<file path="config.mk">
export PLATFORM = sky130hd
export DESIGN_NAME = qpar_guard
export DESIGN_NICKNAME = d
export VERILOG_FILES = /design/src/rtl/qpar_guard.sv
export SDC_FILE = /design/constraint.sdc
export NUM_CORES = 1
export LEC_CHECK = 0
export BUFFER_PORTS_ARGS = -buffer_cell sky130_fd_sc_hd__buf_2
export CAP_MARGIN = 0
export CORE_UTILIZATION = 46
export CTS_CLUSTER_DIAMETER = 60
export DETAILED_ROUTE_END_ITERATION = 10
export PLACE_DENSITY_LB_ADDON = 0.08
export RECOVER_POWER = 50
export SLEW_MARGIN = 25
export SYNTH_ARGS = -nofsm -noshare
export SYNTH_HDL_FRONTEND = slang
export SYNTH_SLANG_ARGS = --single-unit
</file>
<file path="constraint.sdc">
create_clock -name clk -period 4.6 [get_ports clk]
set_input_delay 0.92 -clock clk [delete_from_list [all_inputs] [get_ports clk]]
set_output_delay 0.92 -clock clk [all_outputs]
set_load 0.1 [all_outputs]
</file>
<file path="src/rtl/qpar_guard.sv">
module qpar_guard #(
  parameter int ADDR_W = 16,
  parameter int DATA_W = 16,
  parameter int QUADS  = 4
) (
  input  logic              clk,
  input  logic              rst_n,
  input  logic              cfg_we,
  input  logic [QUADS:0]    cfg_wdata,
  input  logic              clr_fail,
  input  logic              mem_valid,
  input  logic              mem_write,
  input  logic [ADDR_W-1:0] mem_addr,
  input  logic [DATA_W-1:0] mem_data,
  input  logic              mem_par_in,
  output logic              par_out,
  output logic              err_pulse,
  output logic              fail_flag,
  output logic [ADDR_W-1:0] fail_addr
);
  localparam int QSEL_W = $clog2(QUADS);

  logic [QUADS-1:0]  quad_en;
  logic              odd_sel;
  logic [QSEL_W-1:0] quad;
  logic              hit_en;
  logic              gen_bit;
  logic              mismatch;

  assign quad     = mem_addr[ADDR_W-1 -: QSEL_W];
  assign hit_en   = quad_en[quad];
  assign gen_bit  = (^mem_data) ^ odd_sel;
  assign par_out  = mem_valid & mem_write & hit_en & gen_bit;
  assign mismatch = mem_valid & ~mem_write & hit_en & (gen_bit ^ mem_par_in);

  always_ff @(posedge clk) begin
    if (!rst_n) begin
      quad_en   <= '0;
      odd_sel   <= 1'b0;
      err_pulse <= 1'b0;
      fail_flag <= 1'b0;
      fail_addr <= '0;
    end else begin
      if (cfg_we) begin
        quad_en <= cfg_wdata[QUADS-1:0];
        odd_sel <= cfg_wdata[QUADS];
      end
      err_pulse <= mismatch;
      if (clr_fail) begin
        fail_flag <= 1'b0;
        fail_addr <= '0;
      end else if (mismatch && !fail_flag) begin
        fail_flag <= 1'b1;
        fail_addr <= mem_addr;
      end
    end
  end
endmodule

</file>
==> summary.md <==
| Metric | Value |
|---|---|
| Outcome | `finished, final reports clean` |
| Clock network fraction of design power | `21.0%` |
| Critical Path Fanout Max | `2` |
| Final Cycle Share | `77.2%` |
| CTS resizes | `0` |
| Max-slew headroom | `21.1%` |
| H-tree depth | `1` |
| First-pass GRT wire length | `3.41 mm` |
| Leak | `0.622 nW` |
| Final count of hold timing violations | `0` |
| Initial cell density of the core | `49.6%` |
| FFs w/ async S/R, synth | `0%` |
| Mapped cell area | `1120 sq um` |
| Flop2flop setup slack | `1.89 ns` |
| Number of global-route vias before repair | `848` |
| Syn Area/Cell | `10.4 sq um` |
| CTS Hold Bufs | `0` |
| Synth top area cells | `dfxtp_1 41%, mux2i_1 19%, nand2_1 11%` |
| Io pins | `63` |
| Worst vdd ir | `0.246 mV` |
| Tmin final | `3.55 ns` |
| Setup TNS | `0 ns` |
| Netlist cell types | `18` |
| Register Area | `460 sq um` |
| Reg clk slew, reported paths | `0.11 ns` |
| M1 wire length | `941 microns` |
| Clock buffer depth | `2` |
| Fmax | `0.282 GHz` |
| Final Non-Filler Cells | `196` |
| Inst Count DP | `192` |
| PwrDens | `292 nW/um^2` |
| Fin. max-slew vios | `0` |
| Sink Count | `23` |
| Chip width | `51.3 microns` |
| Antenna cells | `0` |
| Worst-Margin Slew | `1.19 ns` |
| Most frequent cells after synthesis | `32 x nand2_1, 23 x dfxtp_1, 21 x mux2i_1` |
| Switching pwr | `117 uW` |
| Yosys warning count | `0` |
| Area delta synth->final | `28.5%` |
| Main flop type after synthesis | `dfxtp_1` |
| Syn nets | `152` |
| Vias | `908` |
| Power share of the sequential group | `49.1%` |
| Share of cells above drive strength 1 | `32.1%` |
| DRT Pass-1 Iters | `4` |
| Startpoint types | `input port` |
| Highest Signal Layer | `met4` |
| GRT overflow | `0` |
| Pin count of the biggest net entering global routing | `34` |
| Row count | `17` |
| Drt initial violations | `5` |
| Die Ht | `51.3 microns` |
| Max cap viols | `0` |
| CTS Buf Count | `3` |
| RSZ-0062 raised after global routing | `no` |
| Count leader, synth | `nand2_1` |
| Post-DRT Antenna Nets | `0` |
| Clock tree root buffer cell | `clkbuf_4` |
| Critical path endpoint category | `output pin` |
| CP Data Arrival Time | `2.63 ns` |
| Final setup violating endpoints | `0` |
| Met3 Routed Length | `106 microns` |
| Final wirelength | `2.12 mm` |
| CTS tree | `done` |
| Wire per inst | `10.8 microns` |
| Cell taking the most area after synthesis | `dfxtp_1` |
| All-layer global routing usage | `17.4%` |
| Synth Register Bits | `23` |
| Sw frac | `28.0%` |
| HPWL after DPL | `1.69 mm` |
| RD Place Congestion | `0.667` |
| Port bufs | `62` |
| Initial antenna violation count | `0` |
| Wire length on met2 | `1.06 mm` |
| Worst EP required | `3.68 ns` |
| Register area share after synthesis | `41.2%` |
| FILL cells | `221` |
| P_int | `302 uW` |
| Type of the most critical hold path | `reg -> reg` |
| Power share of the combinational group | `29.9%` |
| Critical path class | `in -> out` |
| Final setup skew | `0.00617 ns` |
| Core Region | `2250 sq um` |
| Top cell type's share of synthesized area | `41.2%` |
| Area of the multi-input gates | `627 sq um` |
| # Post-CTS Setup Buffers | `0` |
| Die Area | `2630 sq um` |
| # DRC | `0` |
| Post-synthesis cell count | `108` |
| Nets | `213` |
| Clk_lat worst skew | `0.30 ns` |
| Via density | `4.63` |
| Number of synthesized flops with an enable pin | `0` |
## through the flow
stage	worst slack, ns	instance area, sq um	power, mW	util [%]	hold slack, ns
after floorplan	1.25	1120	0.309	-	0.477
final	1.05	1440	0.419	63.8	0.464
after global routing	1.02	1440	0.442	63.8	0.484
after global placement	1.08	1430	0.332	63.3	0.438
after detailed placement	1.05	1430	0.337	63.3	0.449
after CTS	1.04	1450	0.424	64.5	0.467
## state kept, by name, summed over array words and instances, names as in the netlist
name,cells
fail_addr,16
fail_flag,1
odd_sel,1
err_pulse,1
quad_en,4
## cells in the final DEF, fill, tap and decap left out
master	n
nand2_1	32
nor2_1	1
nand3b_1	1
xnor3_2	1
xnor2_2	1
mux4_2	1
mux2i_1	21
nor2b_4	1
xnor2_1	6
buf_2	45
nor2b_1	5
and4_2	1
nor3_4	1
dfxtp_1	23
and2_1	1
xnor3_1	3
o21a_1	1
xor2_1	2
clkbuf_4	3
clkbuf_1	18
## metal layers
metal  GRT usage [%]  vias up
met5               0        -
met4            2.70        0
met3            5.36        2
met2            30.7       28
met1            21.1      401
li1                -      477
## path summary, 6_finish.rpt
kind / startpoint / endpoint / cells past startpoint
min: fail_addr[11]$_SDFFE_PP0P_ / fail_addr[11]$_SDFFE_PP0P_ / 2
max reg2reg: odd_sel$_SDFFE_PN0P_ / fail_addr[6]$_SDFFE_PP0P_ / 6
max: mem_data[7] / par_out / 6
min reg2reg: fail_addr[11]$_SDFFE_PP0P_ / fail_addr[11]$_SDFFE_PP0P_ / 2
## critical path, stage by stage
cell	delay, ns
buf_2	0.10
xor2_1	0.14
xnor3_1	0.41
xnor3_2	0.43
and4_2	0.21
buf_2	0.42
## kinds of logic (layout without fill, tap and decap cells)
logic type | after synthesis | count (layout) | share of synthesized area (%)
simple gates | 43 | 43 | 18.0
flops | 23 | 23 | 41.2
buf+inv | 6 | 66 | 3.47
mux | 22 | 22 | 20.8
compound gates | 1 | 1 | 0.671
xor+xnor | 13 | 13 | 15.9
## cell type report
type	instances	area share, %
clock buffers	4	1.83
repair buffers	62	20.1
flip-flops and latches	23	32.0
multi-input cells	79	43.6
well taps	28	2.44
## power groups by stage
| stage | Sequential, mW | Clock (mW) | Combinational, mW |
|---|---|---|---|
| 4_1_cts | 0.206 | 0.0911 | 0.127 |
| 3_5_place_dp | 0.210 | 0 | 0.127 |
| 5_1_grt | 0.206 | 0.101 | 0.135 |
| 3_3_place_gp | 0.210 | 0 | 0.122 |
| 2_1_floorplan | 0.224 | 0 | 0.0851 |
| 6_report | 0.206 | 0.0881 | 0.126 |
Power figures use the tool's default switching activity.
